--- src/rtl/mdec_pkg.sv ---
package mdec_pkg;
    typedef enum logic [1:0] {
        TGT_NONE = 2'd0,
        TGT_RAM  = 2'd1,
        TGT_ROM  = 2'd2
    } tgt_e;

    localparam int SEL_RAM  = 0;
    localparam int SEL_ROM  = 1;
    localparam int SEL_NONE = 2;
    localparam int SEL_W    = 3;
endpackage

--- src/rtl/mdec_page_map.sv ---
module mdec_page_map
    import mdec_pkg::*;
#(
    parameter int ADDR_W     = 24,
    parameter int RAM_AW     = 17,
    parameter int ROM_AW     = 20,
    parameter int PAGE_SHIFT = 12,
    parameter int LOW_PAGES  = 2,
    parameter int ROM_BANKS  = 32,
    parameter int RAM_BANK   = 'h7E
) (
    input  logic [ADDR_W-1:0] addr,
    output tgt_e              tgt,
    output logic [RAM_AW-1:0] ram_off,
    output logic [ROM_AW-1:0] rom_off
);
    localparam int PAGE_W  = ADDR_W - PAGE_SHIFT;
    localparam int BANK_W  = ADDR_W - 16;
    localparam int HALF_W  = 15;
    localparam int FOLD_W  = BANK_W - 1 + HALF_W;
    localparam int LOW_W   = PAGE_SHIFT + $clog2(LOW_PAGES);
    localparam logic [BANK_W-1:0] RAM_BANK_V = BANK_W'(RAM_BANK);

    logic [PAGE_W-1:0] page;
    logic [BANK_W-1:0] bank;
    logic              hit_ram_high;
    logic              hit_ram_low;
    logic              hit_rom;
    logic [FOLD_W-1:0] fold;

    assign page = addr[ADDR_W-1:PAGE_SHIFT];
    assign bank = addr[ADDR_W-1:16];

    // Top two banks: full linear view of work RAM.
    assign hit_ram_high = (bank[BANK_W-1:1] == RAM_BANK_V[BANK_W-1:1]);
    // First pages of bank zero: short view of the bottom of work RAM.
    assign hit_ram_low  = (page < PAGE_W'(LOW_PAGES));
    // Upper half of the low banks, ignoring bank bit 7.
    assign hit_rom      = (bank[BANK_W-2:0] < (BANK_W-1)'(ROM_BANKS)) && addr[HALF_W];

    assign fold    = {bank[BANK_W-2:0], addr[HALF_W-1:0]};
    assign rom_off = ROM_AW'(fold);

    always_comb begin
        if (hit_ram_high) begin
            ram_off = addr[RAM_AW-1:0];
        end else begin
            ram_off = RAM_AW'(addr[LOW_W-1:0]);
        end
    end

    always_comb begin
        if (hit_ram_high || hit_ram_low) begin
            tgt = TGT_RAM;
        end else if (hit_rom) begin
            tgt = TGT_ROM;
        end else begin
            tgt = TGT_NONE;
        end
    end
endmodule

--- src/rtl/mdec_read_fsm.sv ---
module mdec_read_fsm
    import mdec_pkg::*;
#(
    parameter int DATA_W = 8
) (
    input  logic              clk,
    input  logic              rst_n,
    input  logic              rd_go,
    input  tgt_e              tgt,
    input  logic [DATA_W-1:0] ram_rdata,
    input  logic [DATA_W-1:0] rom_rdata,
    output logic [DATA_W-1:0] rdata
);
    typedef enum logic [1:0] {
        RD_IDLE = 2'd0,
        RD_RAM  = 2'd1,
        RD_ROM  = 2'd2,
        RD_OPEN = 2'd3
    } rd_state_e;

    rd_state_e state_q;
    rd_state_e state_d;

    always_comb begin
        state_d = RD_IDLE;
        if (rd_go) begin
            unique case (tgt)
                TGT_RAM:  state_d = RD_RAM;
                TGT_ROM:  state_d = RD_ROM;
                default:  state_d = RD_OPEN;
            endcase
        end
    end

    always_ff @(posedge clk or negedge rst_n) begin
        if (!rst_n) begin
            state_q <= RD_IDLE;
        end else begin
            state_q <= state_d;
        end
    end

    always_comb begin
        unique case (state_q)
            RD_RAM:  rdata = ram_rdata;
            RD_ROM:  rdata = rom_rdata;
            RD_OPEN: rdata = '0;
            default: rdata = '0;
        endcase
    end

    AST_RAM_RETURN: assert property (@(posedge clk) disable iff (!rst_n)
        (rd_go && tgt == TGT_RAM) |=> (rdata == ram_rdata));
    AST_ROM_RETURN: assert property (@(posedge clk) disable iff (!rst_n)
        (rd_go && tgt == TGT_ROM) |=> (rdata == rom_rdata));
    AST_IDLE_QUIET: assert property (@(posedge clk) disable iff (!rst_n)
        !rd_go |=> (rdata == '0));
endmodule

--- src/rtl/mem_bank_decoder.sv ---
module mem_bank_decoder
    import mdec_pkg::*;
#(
    parameter int ADDR_W     = 24,
    parameter int DATA_W     = 8,
    parameter int RAM_AW     = 17,
    parameter int ROM_AW     = 20,
    parameter int PAGE_SHIFT = 12,
    parameter int LOW_PAGES  = 2,
    parameter int ROM_BANKS  = 32,
    parameter int RAM_BANK   = 'h7E
) (
    input  logic              clk,
    input  logic              rst_n,
    input  logic [ADDR_W-1:0] cpu_addr,
    input  logic [DATA_W-1:0] cpu_wdata,
    input  logic              cpu_rd,
    input  logic              cpu_wr,
    output logic [DATA_W-1:0] cpu_rdata,
    output logic [SEL_W-1:0]  tgt_sel,
    output logic [RAM_AW-1:0] ram_addr,
    output logic [DATA_W-1:0] ram_wdata,
    output logic              ram_we,
    output logic              ram_re,
    input  logic [DATA_W-1:0] ram_rdata,
    output logic [ROM_AW-1:0] rom_addr,
    output logic              rom_re,
    input  logic [DATA_W-1:0] rom_rdata
);
    tgt_e tgt;
    logic rd_go;

    mdec_page_map #(
        .ADDR_W    (ADDR_W),
        .RAM_AW    (RAM_AW),
        .ROM_AW    (ROM_AW),
        .PAGE_SHIFT(PAGE_SHIFT),
        .LOW_PAGES (LOW_PAGES),
        .ROM_BANKS (ROM_BANKS),
        .RAM_BANK  (RAM_BANK)
    ) u_map (
        .addr   (cpu_addr),
        .tgt    (tgt),
        .ram_off(ram_addr),
        .rom_off(rom_addr)
    );

    // A write strobe suppresses any read in the same cycle.
    assign rd_go = cpu_rd && !cpu_wr;

    mdec_read_fsm #(
        .DATA_W(DATA_W)
    ) u_rd (
        .clk      (clk),
        .rst_n    (rst_n),
        .rd_go    (rd_go),
        .tgt      (tgt),
        .ram_rdata(ram_rdata),
        .rom_rdata(rom_rdata),
        .rdata    (cpu_rdata)
    );

    always_comb begin
        tgt_sel = '0;
        unique case (tgt)
            TGT_RAM: tgt_sel[SEL_RAM]  = 1'b1;
            TGT_ROM: tgt_sel[SEL_ROM]  = 1'b1;
            default: tgt_sel[SEL_NONE] = 1'b1;
        endcase
    end

    assign ram_wdata = cpu_wdata;
    assign ram_we    = cpu_wr && (tgt == TGT_RAM);
    assign ram_re    = rd_go && (tgt == TGT_RAM);
    assign rom_re    = rd_go && (tgt == TGT_ROM);

    AST_SEL_ONEHOT: assert property (@(posedge clk) disable iff (!rst_n)
        $countones(tgt_sel) == 1);
    AST_HIGH_RAM_LINEAR: assert property (@(posedge clk) disable iff (!rst_n)
        (cpu_addr[ADDR_W-1:RAM_AW] == '1 >> 1) |-> (tgt_sel[SEL_RAM] && ram_addr == cpu_addr[RAM_AW-1:0]));
    AST_LOW_MIRROR: assert property (@(posedge clk) disable iff (!rst_n)
        (cpu_addr[ADDR_W-1:13] == '0) |-> (tgt_sel[SEL_RAM] && ram_addr[RAM_AW-1:13] == '0));
    AST_ROM_UPPER_HALF: assert property (@(posedge clk) disable iff (!rst_n)
        tgt_sel[SEL_ROM] |-> cpu_addr[15]);
    AST_NO_STRAY_WRITE: assert property (@(posedge clk) disable iff (!rst_n)
        (cpu_wr && !tgt_sel[SEL_RAM]) |-> !ram_we);
    AST_OPEN_READS_ZERO: assert property (@(posedge clk) disable iff (!rst_n)
        (cpu_rd && !cpu_wr && tgt_sel[SEL_NONE]) |=> (cpu_rdata == '0));
    AST_WRITE_BLOCKS_READ: assert property (@(posedge clk) disable iff (!rst_n)
        cpu_wr |-> (!ram_re && !rom_re));
endmodule

--- config.mk ---
export PLATFORM = sky130hd
export DESIGN_NAME = mem_bank_decoder
export DESIGN_NICKNAME = d
export VERILOG_FILES = /design/src/rtl/mdec_pkg.sv /design/src/rtl/mdec_page_map.sv /design/src/rtl/mdec_read_fsm.sv /design/src/rtl/mem_bank_decoder.sv
export SDC_FILE = /design/constraint.sdc
export NUM_CORES = 1
export LEC_CHECK = 0
export ABC_AREA = 1
export BUFFER_PORTS_ARGS = -buffer_cell sky130_fd_sc_hd__buf_2
export CAP_MARGIN = 30
export CORE_MARGIN = 1
export CORE_UTILIZATION = 27
export DETAILED_ROUTE_END_ITERATION = 10
export PLACE_DENSITY_LB_ADDON = 0.3
export SYNTH_ARGS = -nofsm -noshare
export SYNTH_HDL_FRONTEND = slang
export SYNTH_SLANG_ARGS = --single-unit
--- constraint.sdc ---
create_clock -name clk -period 2.1 [get_ports clk]
set_clock_uncertainty 0.2 [all_clocks]
set_input_delay 0.63 -clock clk [delete_from_list [all_inputs] [get_ports clk]]
set_output_delay 0.63 -clock clk [all_outputs]
set_load 0.01 [all_outputs]
Yosys cells after proc, flatten, opt, wreduce, memory -nomap -nowiden
Cells that the tools add are included.
Operators by class
  add/subtract/negate cells: 0
  $mul: 0
  divide/modulo/power cells: 0
  $lt $le $gt $ge: 2
  eq/ne operators: 5
  shift operators: 0
  muxes and demuxes: 9
  bitwise logic cells: 0
  reductions and logical operators: 8
Operators with widths (count)
  2-to-1 mux 17 bit: 1
  case mux 8 bit (2 select lines): 1
  < comparator 12 x 2 -> 1 bit (second input constant): 1
  == test 7 x 6 -> 1 bit (second input constant): 1
  < comparator 7 x 6 -> 1 bit (second input constant): 1
  2-to-1 mux 2 bit: 3
  logical AND 1 bit: 5
  == test 2 x 1 -> 1 bit (second input constant): 2
  == test 2 bit (second input constant): 2
  case mux 2 bit (2 select lines): 1
  2-to-1 mux 1 bit: 3
  OR reduction 2 bit: 1
  logical NOT 1 bit: 1
  logical OR 1 bit: 1
Word-level totals
  register bits: 2
  latch bits: 0
  RAM bits: 0
  ROM bits: 0
  input bits: 52
  output and inout bits: 59
  memories kept: 0

Longest topological paths before layout
Gate-level depths: netlist of the first run.
  word-level depth: 7
  depth in mapped cells: 6
  mapped depth without buffers: 6

Cells and area by module
From an unflattened synthesis of the first run, not the netlist that was laid out.
Unflattened totals
  cell total of the unflattened synthesis: 117
  area, all modules: 703.2 µm²
By module, submodules not included
  mdec_page_map: instances 1, cells an instance 58, area an instance 357.8 µm², sequential area each 0.0 µm²
  mdec_read_fsm: instances 1, cells an instance 38, area an instance 216.5 µm², sequential area each 50.0 µm²
  mem_bank_decoder: instances 1, cells an instance 21, area an instance 128.9 µm², sequential area each 0.0 µm²

Worst setup path after synthesis of the first run
No wires, ideal clock.
  kind: in2out
  from: input port cpu_addr[21]
  to: output port ram_re
  arrival: 1.268 ns
  slack: 0.002 ns
  stages: 4
  path buffers: 0
  cells stage by stage: or2_4 nor2_2 nand2_2 a21oi_1
On the way
  cells in the longest elaborated chain, start to end: 6
  elaborated cells between the ends (all ways): 9
RTL lines
  start: declaration: RTL line mem_bank_decoder.sv:15  | input logic [ADDR_W-1:0] cpu_addr,
  < comparator 7 x 6 -> 1 bit: RTL line mdec_page_map.sv:39  | assign hit_rom = (bank[BANK_W-2:0] < (BANK_W-1)'(ROM_BANKS)) && addr[HALF_W];
  logical AND 1 bit: RTL line mdec_page_map.sv:39
  2-to-1 mux 2 bit: RTL line mdec_page_map.sv:55  | end else if (hit_rom) begin
  2-to-1 mux 2 bit *: RTL line mdec_page_map.sv:53  | if (hit_ram_high || hit_ram_low) begin
  == test 2 x 1 -> 1 bit *: RTL line mem_bank_decoder.sv:74  | assign ram_re = rd_go && (tgt == TGT_RAM);
  logical AND 1 bit *: RTL line mem_bank_decoder.sv:74
  end: declaration: RTL line mem_bank_decoder.sv:24  | output logic ram_re,
Mark *: on every way between the ends. The rest lies on a longest branch, timed or not.

Worst setup path in the final report of the first run
  from: input port cpu_addr[16]
  to: output port ram_we
On the way
  cells in the longest elaborated chain, start to end: 6
  elaborated cells between the ends (all ways): 8
RTL lines
  < comparator 7 x 6 -> 1 bit: RTL line mdec_page_map.sv:39
  logical AND 1 bit: RTL line mdec_page_map.sv:39
  2-to-1 mux 2 bit: RTL line mdec_page_map.sv:55
  2-to-1 mux 2 bit *: RTL line mdec_page_map.sv:53
  == test 2 x 1 -> 1 bit *: RTL line mem_bank_decoder.sv:73  | assign ram_we = cpu_wr && (tgt == TGT_RAM);
  logical AND 1 bit *: RTL line mem_bank_decoder.sv:73
  end: declaration: RTL line mem_bank_decoder.sv:23  | output logic ram_we,
Marks and branches as above.

==> reports/summary.log, run 1 <==
qor: route.first_pass_iters 4
qor: yosys.synth.largest_area_cell buf_4
qor: yosys.synth_top_cells_by_area buf_4 47%, nand2_1 13%, nor2_1 8.1%, a21oi_1 7.7%, dfrtp_1 7.7%
qor: clock_tree.clock_tree_from_tritoncts built
qor: setup_path.timing.critical_path.from_type input port
qor: route.detail-route-antenna-nets 0
qor: floorplanning.dieArea 2600 sq um
qor: route.detail_route.iter0.violations 10
qor: yosys.synth_top_flop_cell dfrtp_1
qor: clock_tree.numClockSinks 2
qor: placed_design.io_buffers 55
qor: final_layout.nets 184
qor: setup_path.criticalPathCategory in -> out
qor: grt.grt_pass1_vias 565
qor: clock_tree.clock_tree.root_cell clkbuf_4
qor: yosys.yosysSeqAreaShare 7.72%
qor: outcome.status complete, but fails checks
qor: yosys.syn-instance-count 108
qor: final_layout.regMostFlops u_rd.state_q
qor: final_layout.stdcell_area 851 sq um
qor: power_and_ir_drop.design_power 253 uW
qor: sta.grt_setup_unrepaired yes
qor: clock_tree.cts_made_buffers 3
qor: route.finalWirelength 1.53 mm
qor: clock_tree.htree_num_levels 1
qor: outcome.failed_checks negative setup slack
qor: setup_path.setup.worst_path.end_class primary output
qor: route.via_per_inst 4.28
qor: power_and_ir_drop.powerDensity 298 nW/um^2
qor: grt.grt_total_ovfl 0
qor: placed_design.postPlaceCellArea 662 sq um
qor: placed_design.replace_congestion 0.666
qor: yosys.netlist-cell-type-count 13
qor: yosys.ys_ff_latch 2
qor: power_and_ir_drop.max_vdd_drop 173 uV
qor: power_and_ir_drop.cellLeakagePower 0.000467 uW
qor: sta.final.period_utilization 108%
qor: yosys.post_synth_instance_area 648 sq um
qor: sta.worst_pin_slew 148 ps
qor: min_path.hold_class in -> async
qor: yosys.syn_avg_cell_area 6.00 sq um
qor: final_layout.layout-drive-gt1-share 76.6%
qor: placed_design.hpwlAfterDp 1.12 mm
qor: grt.grt_max_degree 9
qor: sta.hold_viol 0
qor: setup_path.crit_path_max_fanout 3
qor: final_layout.syn2layout_area_growth 31.3%
qor: sta.max_freq 441 MHz
qor: sta.timing.final.crit_period 2270 ps
qor: yosys.synth_nets 162
qor: floorplanning.io_pins 111
qor: floorplanning.floorplan.die.width 51.0 microns
qor: yosys.yosys.area.top_type_share 47.5%
qor: clock_tree.clk_transition_reported_paths 30 ps
qor: route.vias 667
qor: yosys.share_of_flip_flops_with_an_asynchronous_set_or_reset 100%
qor: route.drc 0
qor: grt.grt_util_all_layers 10.5%
qor: final_layout.largest_reg_flops 2
qor: sta.finalHoldWorstSlack 525 ps
qor: setup_path.timing.critical_path.required 1270 ps
qor: floorplanning.die_h 51.0 microns
qor: sta.report.final.setup_viol 5
qor: sta.slew-limit-headroom 90.1%
qor: yosys.synth_edf_count 0
qor: final_layout.layout_top_registers u_rd.state_q x2
qor: final_layout.antenna_cells 0
qor: yosys.synth_common_cells 41 x buf_4, 23 x nand2_1, 14 x nor2_1, 10 x a21oi_1, 7 x inv_1
qor: yosys.synth_most_common_cell buf_4
qor: floorplanning.initial_utilization 29.0%
qor: setup_path.data_arrival_time_at_the_worst_slack_endpoint 1440 ps
qor: route.average_wire_length_per_cell_after_detail_routing 9.81 microns
qor: floorplanning.placementRows 17
qor: grt.grt_pass1_wl 2.08 mm
qor: grt.antenna_violations_before_repair 0
qor: yosys.yosysWarnings 0
qor: floorplanning.core_region_area 2230 sq um
qor: sta.worst_slack -166 ps
qor: sta.final_max_slew_viol_count 0
qor: clock_tree.cts_max_path_buffers 2
qor: run.max_cap_viol_count 0
metal layers:
metal  GRT usage (%)  vias to the layer above  routed length, microns
met5               0                        -                       0
met4            4.17                        0                       5
met3            3.57                        2                     218
met2            21.7                       59                     786
met1            8.67                      279                     521
li1                -                      327                       -
final timing paths:
| check | end | startpoint | slack (ps) |
|---|---|---|---|
| max | ram_we | cpu_addr[16] | -170 |
| min | u_rd.state_q[1] | rst_n | 520 |
| max in group asynchronous | u_rd.state_q[0] | rst_n | 1080 |
| min in group clk | u_rd.state_q[1] | cpu_rd | 530 |
what timing repair did:
action | CTS | global route
hold buffers | 1 | 0
gates cloned | 0 | 0
gates resized for setup | 8 | 32
hold endpoints to repair | 2 | 0
setup endpoints to repair | 17 | 18
setup buffers | 1 | 1
pin swaps | 4 | 15
report_power, final:
group	switching (uW)	internal, uW	total, uW
logic	63.1	64.3	127
clock network	19.4	62.9	82.3
registers	2.53	40.9	43.4
total	85.1	168	253
worst max-delay path, cell delays in order:
cell and delay (ps):
buf_6 90, or2_4 250, nor2_4 110, nand2_2 80, a21oi_1 130, buf_2 140
layout make-up:
| class | instances | area [sq um] |
|---|---|---|
| well taps | 28 | 35.0 |
| fillers | 251 | 1380 |
| repair buffers | 61 | 348 |
| inverters | 7 | 26.3 |
| flip-flops and latches | 2 | 50.0 |
| multi-input cells | 55 | 369 |
| clock buffers | 3 | 22.5 |
logic make-up after synthesis:
kind of cell | after synthesis | synth area share, %
AND/OR/NAND/NOR | 43 | 27.4
buffers and inverters | 51 | 53.3
AO/OA/AOI/OAI | 10 | 7.72
adder cells (fa/ha/maj) | 2 | 3.86
flip-flops | 2 | 7.72
stage by stage:
stage	setup TNS, ps	cells	setup WS, ps	util (%)
floorplan	0	108	2.26	-
detailed placement	-851	150	-179	29.6
CTS	-573	155	-141	33.5
global route	-1120	156	-195	38.1
global placement	-751	150	-162	29.6
finish	-589	156	-166	38.1
placed cells by master (no fill, tap or decap), drive strengths merged:
master / synthesis / layout
buf: 41 / 60
a21oi: 10 / 10
dlygate4sd3: 0 / 1
inv: 7 / 7
ha: 2 / 2
dfrtp: 2 / 2
nor3: 1 / 1
nor2: 15 / 15
clkbuf: 3 / 3
nand2: 25 / 25
or2: 2 / 2
No activity file was read; power rests on OpenSTA's default activity.
==> run 2, diff against run 1 <==
PLACE_DENSITY = 0.9   (was not set)
PLACE_DENSITY_LB_ADDON = not set   (was 0.3)
==> reports/summary.log, run 2 (same netlist as run 1, synthesis figures left out) <==
qor: outcome.status complete, but fails checks
qor: outcome.failed_checks negative setup slack
qor: floorplanning.initial_utilization 29.0% [unchanged]
qor: setup_path.timing.critical_path.required 1270 ps [about the same]
qor: power_and_ir_drop.max_vdd_drop 130 uV [-25%]
qor: grt.grt_total_ovfl 0 [unchanged]
qor: clock_tree.cts_max_path_buffers 2 [unchanged]
qor: clock_tree.numClockSinks 2 [unchanged]
qor: min_path.hold_class in -> async
qor: placed_design.replace_congestion 0.737 [+11%]
qor: route.via_per_inst 4.36 [+1.9%]
qor: power_and_ir_drop.comb_power_share 50.8% [+0.5 points]
qor: power_and_ir_drop.intPower 171 uW [+1.5%]
qor: power_and_ir_drop.swShare 34.7% [+1.1 points]
qor: sta.report.final.setup_viol 7 [+2]
qor: route.first_pass_iters 4 [unchanged]
qor: setup_path.crit_path_max_delay_family simple AND/OR/NAND/NOR gates
qor: setup_path.timing.critical_path.buf_inv 2 [unchanged]
qor: final_layout.regMostFlops u_rd.state_q
qor: sta.slew-limit-headroom 87.4% [-2.7 points]
qor: final_layout.mostFrequentLayoutCell buf_2
qor: final_layout.layout.filler_cells 237 [-5.6%]
qor: final_layout.syn2layout_area_growth 35.9%
qor: route.drc 0 [unchanged]
qor: sta.final.period_utilization 108% [+0.47 points]
qor: clock_tree.clock_tree_from_tritoncts built
qor: power_and_ir_drop.cellLeakagePower 0.000490 uW [+4.9%]
qor: sta.final_max_slew_viol_count 0 [unchanged]
qor: sta.timing.final.crit_period 2280 ps [+9.86 ps]
qor: power_and_ir_drop.clockPowerShare 32.6% [about the same]
qor: floorplanning.floorplan.die.width 51.0 microns [unchanged]
qor: floorplanning.die_h 51.0 microns [unchanged]
qor: placed_design.hpwlAfterDp 1.18 mm [+5.0%]
qor: sta.finalHoldWorstSlack 540 ps [+15.3 ps]
qor: grt.antenna_violations_before_repair 0 [unchanged]
qor: sta.hold_viol 0 [unchanged]
qor: sta.max_freq 439 MHz [-0.43%]
qor: setup_path.timing.critical_path.from_type input port
qor: sta.worst_pin_slew 188 ps [+39.8 ps]
qor: floorplanning.dieArea 2600 sq um [unchanged]
qor: clock_tree.htree_num_levels 1 [unchanged]
qor: setup_path.crit_path_top_delay_cell or2_4
qor: final_layout.antenna_cells 0 [unchanged]
qor: placed_design.postPlaceCellArea 677 sq um [+2.3%]
qor: clock_tree.clk_transition_reported_paths 30 ps [about the same]
qor: floorplanning.placementRows 17 [unchanged]
qor: setup_path.timing.critical_path.slowest_cell_delay 260 ps [about the same]
qor: grt.grt_max_degree 9 [unchanged]
qor: floorplanning.io_pins 111 [unchanged]
qor: grt.grt_pass1_vias 579 [+2.5%]
qor: floorplanning.core_region_area 2230 sq um [unchanged]
qor: final_layout.largest_reg_flops 2 [unchanged]
qor: route.detail_route.iter0.violations 11 [+1]
qor: final_layout.layout_top_registers u_rd.state_q x2
qor: run.max_cap_viol_count 0 [unchanged]
qor: route.finalWirelength 1.76 mm [+15%]
qor: setup_path.criticalPathCategory in -> out
qor: power_and_ir_drop.switching_power_of_the_nets 90.7 uW [+6.6%]
qor: setup_path.crit_chain buf_6, or2_4, nor2_4, nand2_4, nand2_2, nor2_1, buf_2
qor: power_and_ir_drop.sequential_fraction_of_design_power 16.6% [-0.6 points]
qor: setup_path.setup.worst_path.end_class primary output
qor: final_layout.stdcell_area 881 sq um [+3.5%]
qor: setup_path.crit_path_max_fanout 3 [unchanged]
qor: route.average_wire_length_per_cell_after_detail_routing 11.2 microns [+14%]
qor: grt.grt_pass1_wl 2.30 mm [+11%]
qor: final_layout.mostFrequentLayoutCells 48 x buf_2, 13 x nand2_2, 10 x nand2_1, 9 x nor2_1, 8 x buf_4
qor: power_and_ir_drop.powerDensity 297 nW/um^2 [-0.30%]
qor: clock_tree.clock_tree.root_cell clkbuf_4
qor: clock_tree.cts_made_buffers 3 [unchanged]
qor: route.detail-route-antenna-nets 0 [unchanged]
qor: grt.grt_util_all_layers 11.9% [+1.4 points]
qor: final_layout.layout-drive-gt1-share 76.0% [-0.59 points]
qor: placed_design.io_buffers 55 [unchanged]
qor: route.vias 684 [+2.5%]
qor: final_layout.nets 185 [+0.54%]
qor: setup_path.data_arrival_time_at_the_worst_slack_endpoint 1450 ps [about the same]
qor: sta.worst_slack -176 ps [-9.86 ps]
qor: sta.grt_setup_unrepaired yes
==> run 2: metrics by stage <==
stage	setup WS, ps	setup TNS (ps)	cells	total power, uW	util (%)
after floorplan	2.26	0	108	158	-
after global placement	-165	-829	152	137	30.3
after detailed placement	-183	-927	152	139	30.3
after CTS	-146	-583	156	242	33.9
after global routing	-198	-1290	157	280	39.4
final	-176	-823	157	261	39.4
==> run 2: power groups by stage <==
stage | clock network, uW | registers, uW | logic [uW]
after floorplan | 0 | 42.2 | 116
after global placement | 0 | 42.3 | 94.6
after detailed placement | 0 | 42.3 | 96.6
after CTS | 90.7 | 43.3 | 108
after global routing | 93.9 | 43.8 | 143
final | 85.3 | 43.4 | 133
==> run 2: cell type report <==
type	instances	area (sq um)	area share (%)
timing repair buffer	62	367	41.6
inverter	7	26.3	2.98
sequential	2	50.0	5.68
multi-input combinational	55	380	43.2
clock buffer	3	22.5	2.56
tap	28	35.0	3.98
==> run 2: worst max-delay path by stage <==
| stage | start | end | slack [ps] | cells past startpoint |
|---|---|---|---|---|
| 6_report | cpu_addr[21] | tgt_sel[2] | -180 | 7 |
| 5_1_grt | cpu_addr[21] | rom_re | -200 | 5 |
| 4_1_cts | cpu_addr[22] | ram_re | -150 | 6 |
| 3_5_place_dp | cpu_addr[21] | tgt_sel[2] | -180 | 7 |
| 3_3_place_gp | cpu_addr[21] | tgt_sel[2] | -160 | 7 |
| 2_1_floorplan | cpu_addr[21] | ram_re | 2 | 4 |
==> run 2: what timing repair did <==
item                       4_1_cts  5_1_grt
setup buffers                    0        1
pin swaps                        6       22
setup endpoints to repair       18       18
gates cloned                     0        0
hold endpoints to repair         2        0
hold buffers                     1        0
gates resized for setup         10       34
==> run 2: routing by layer <==
| metal | share of wire, % | vias to the layer above | track usage [%] |
|---|---|---|---|
| li1 | - | 327 | - |
| met1 | 35 | 298 | 10.1 |
| met2 | 55 | 55 | 21.7 |
| met3 | 7.7 | 4 | 7.14 |
| met4 | 1.8 | 0 | 5.56 |
| met5 | 0 | - | 0 |
==> run 3, diff against run 2 <==
BUFFER_PORTS_ARGS = -buffer_cell sky130_fd_sc_hd__buf_4   (was -buffer_cell sky130_fd_sc_hd__buf_2)
==> reports/summary.log, run 3 (same netlist as run 1, synthesis figures left out) <==
qor: outcome.status complete, but fails checks
qor: outcome.failed_checks negative setup slack
qor: setup_path.timing.critical_path.from_type input port
qor: grt.antenna_violations_before_repair 0 [unchanged]
qor: sta.worst_pin_slew 156 ps [-31.9 ps]
qor: clock_tree.clock_tree.root_cell clkbuf_4
qor: route.first_pass_iters 4 [unchanged]
qor: final_layout.largest_reg_flops 2 [unchanged]
qor: sta.grt_setup_unrepaired yes
qor: power_and_ir_drop.cellLeakagePower 0.000521 uW [+6.3%]
qor: sta.worst_slack -188 ps [-12.3 ps]
qor: clock_tree.htree_num_levels 1 [unchanged]
qor: floorplanning.core_region_area 2230 sq um [unchanged]
qor: final_layout.layout-drive-gt1-share 73.1% [-2.9 points]
qor: grt.grt_util_all_layers 12.4% [+0.50 points]
qor: sta.final.period_utilization 109% [+0.58 points]
qor: power_and_ir_drop.switching_power_of_the_nets 86.6 uW [-4.5%]
qor: placed_design.io_buffers 55 [unchanged]
qor: sta.slew-limit-headroom 89.5% [+2.1 points]
qor: route.finalWirelength 1.75 mm [-0.63%]
qor: run.max_cap_viol_count 0 [unchanged]
qor: grt.grt_pass1_wl 2.39 mm [+3.9%]
qor: floorplanning.dieArea 2600 sq um [unchanged]
qor: final_layout.nets 186 [+0.54%]
qor: route.vias 694 [+1.5%]
qor: setup_path.setup.worst_path.end_class primary output
qor: grt.grt_total_ovfl 0 [unchanged]
qor: sta.report.final.setup_viol 6 [-1]
qor: route.drc 0 [unchanged]
qor: clock_tree.cts_made_buffers 3 [unchanged]
qor: final_layout.layout.filler_cells 221 [-6.8%]
qor: clock_tree.numClockSinks 2 [unchanged]
qor: power_and_ir_drop.design_power 278 uW [+6.2%]
qor: final_layout.regArea 50.0 sq um [unchanged]
qor: grt.grt_pass1_vias 591 [+2.1%]
qor: floorplanning.io_pins 111 [unchanged]
qor: sta.final_max_slew_viol_count 0 [unchanged]
qor: setup_path.crit_path_max_fanout 3 [unchanged]
qor: final_layout.mostFrequentLayoutCell buf_4
qor: final_layout.regMostFlops u_rd.state_q
qor: route.via_per_inst 4.39 [+0.82%]
qor: setup_path.timing.critical_path.required 1270 ps [about the same]
qor: placed_design.replace_congestion 0.823 [+12%]
qor: sta.max_freq 437 MHz [-0.54%]
qor: power_and_ir_drop.max_vdd_drop 122 uV [-6.7%]
qor: route.detail_route.iter0.violations 4 [-7]
qor: final_layout.layout_top_registers u_rd.state_q x2
qor: sta.final.setup.tns -729 ps [+93.7 ps]
qor: floorplanning.placementRows 17 [unchanged]
qor: power_and_ir_drop.intPower 191 uW [+12%]
qor: route.detail-route-antenna-nets 0 [unchanged]
qor: grt.grt_max_degree 9 [unchanged]
qor: sta.timing.final.crit_period 2290 ps [+12.3 ps]
qor: power_and_ir_drop.comb_power_share 54.3% [+3.5 points]
qor: min_path.hold_class in -> async
qor: final_layout.multi_input_area 370 sq um [-2.6%]
qor: power_and_ir_drop.clockPowerShare 30.3% [-2.3 points]
qor: floorplanning.initial_utilization 29.0% [unchanged]
qor: sta.hold_viol 0 [unchanged]
qor: route.average_wire_length_per_cell_after_detail_routing 11.1 microns [-1.3%]
qor: final_layout.syn2layout_area_growth 53.5%
qor: clock_tree.clock_tree_from_tritoncts built
qor: clock_tree.clk_transition_reported_paths 30 ps [about the same]
qor: final_layout.mostFrequentLayoutCells 58 x buf_4, 16 x nand2_1, 8 x nor2_2, 6 x a21oi_2
qor: power_and_ir_drop.powerDensity 279 nW/um^2 [-5.9%]
qor: setup_path.data_arrival_time_at_the_worst_slack_endpoint 1460 ps [about the same]
qor: final_layout.antenna_cells 0 [unchanged]
qor: floorplanning.floorplan.die.width 51.0 microns [unchanged]
qor: power_and_ir_drop.swShare 31.2% [-3.5 points]
qor: power_and_ir_drop.sequential_fraction_of_design_power 15.4% [-1.2 points]
qor: clock_tree.cts_max_path_buffers 2 [unchanged]
qor: floorplanning.die_h 51.0 microns [unchanged]
qor: setup_path.criticalPathCategory in -> out
## run 3: changes by cell type in the layout (fill, tap and decap cells not counted)
cell     previous run  this run
buf_6               5         4
a21oi_2             7         6
nor3_1              0         1
nand2_1            10        16
nor2_1              9         5
nand2_2            13         5
a21oi_1             3         4
nor3_4              1         0
nand2_4             2         4
buf_4               8        58
nor2_2              4         8
buf_2              48         0
## run 3: path summary, 6_finish.rpt
| check | start | to | slack, ps | cells after the start |
|---|---|---|---|---|
| max | cpu_addr[21] | tgt_sel[2] | -190 | 7 |
| min | rst_n | u_rd.state_q[1] | 550 | 2 |
| max in group asynchronous | rst_n | u_rd.state_q[0] | 1060 | 2 |
| min in group clk | cpu_rd | u_rd.state_q[1] | 650 | 4 |
## run 3: critical path: stages
cell     delay (ps)
buf_6            90
or2_4           270
nor2_4          130
nand2_4          80
nand2_4          80
nor2_2           40
buf_4           140
## run 3: final cells by class
class	count	share of cell area, %
clock buffers	3	2.26
inverters	7	2.64
multi-input cells	55	37.2
flip-flops and latches	2	5.03
well taps	28	3.52
repair buffers	63	49.3
## run 3: metrics by stage
step / util, % / cell area, sq um / instances / hold WS [ps] / worst slack, ps
final: 44.5 / 995 / 158 / 553 / -188
after global routing: 44.5 / 995 / 158 / 558 / -224
after CTS: 41.0 / 916 / 157 / 532 / -155
after detailed placement: 36.8 / 822 / 153 / 214 / -195
after global placement: 36.8 / 822 / 153 / 213 / -186
after floorplan: - / 648 / 108 / 134 / 2.26
## run 3: what timing repair did
action                                  in CTS  in global routing
hold endpoints to repair                     2                  0
setup buffers                                0                  1
resized for setup                           16                 22
hold buffers                                 1                  0
pin swaps                                    6                 16
endpoints found under the setup margin      18                 18
## run 3: power groups by stage
stage / clock network [uW] / logic [uW] / registers [uW]
floorplan: 0 / 116 / 42.2
global placement: 0 / 121 / 42.2
detailed placement: 0 / 122 / 42.3
CTS: 92.1 / 136 / 43.1
global route: 91.4 / 163 / 42.9
finish: 84.1 / 151 / 42.7
## run 3: per-layer routing
metal	global-route usage [%]	up-vias	wire, microns
li1	-	331	-
met1	10.3	309	592
met2	22.8	54	977
met3	8.63	0	176
met4	4.17	0	0
met5	0	-	0
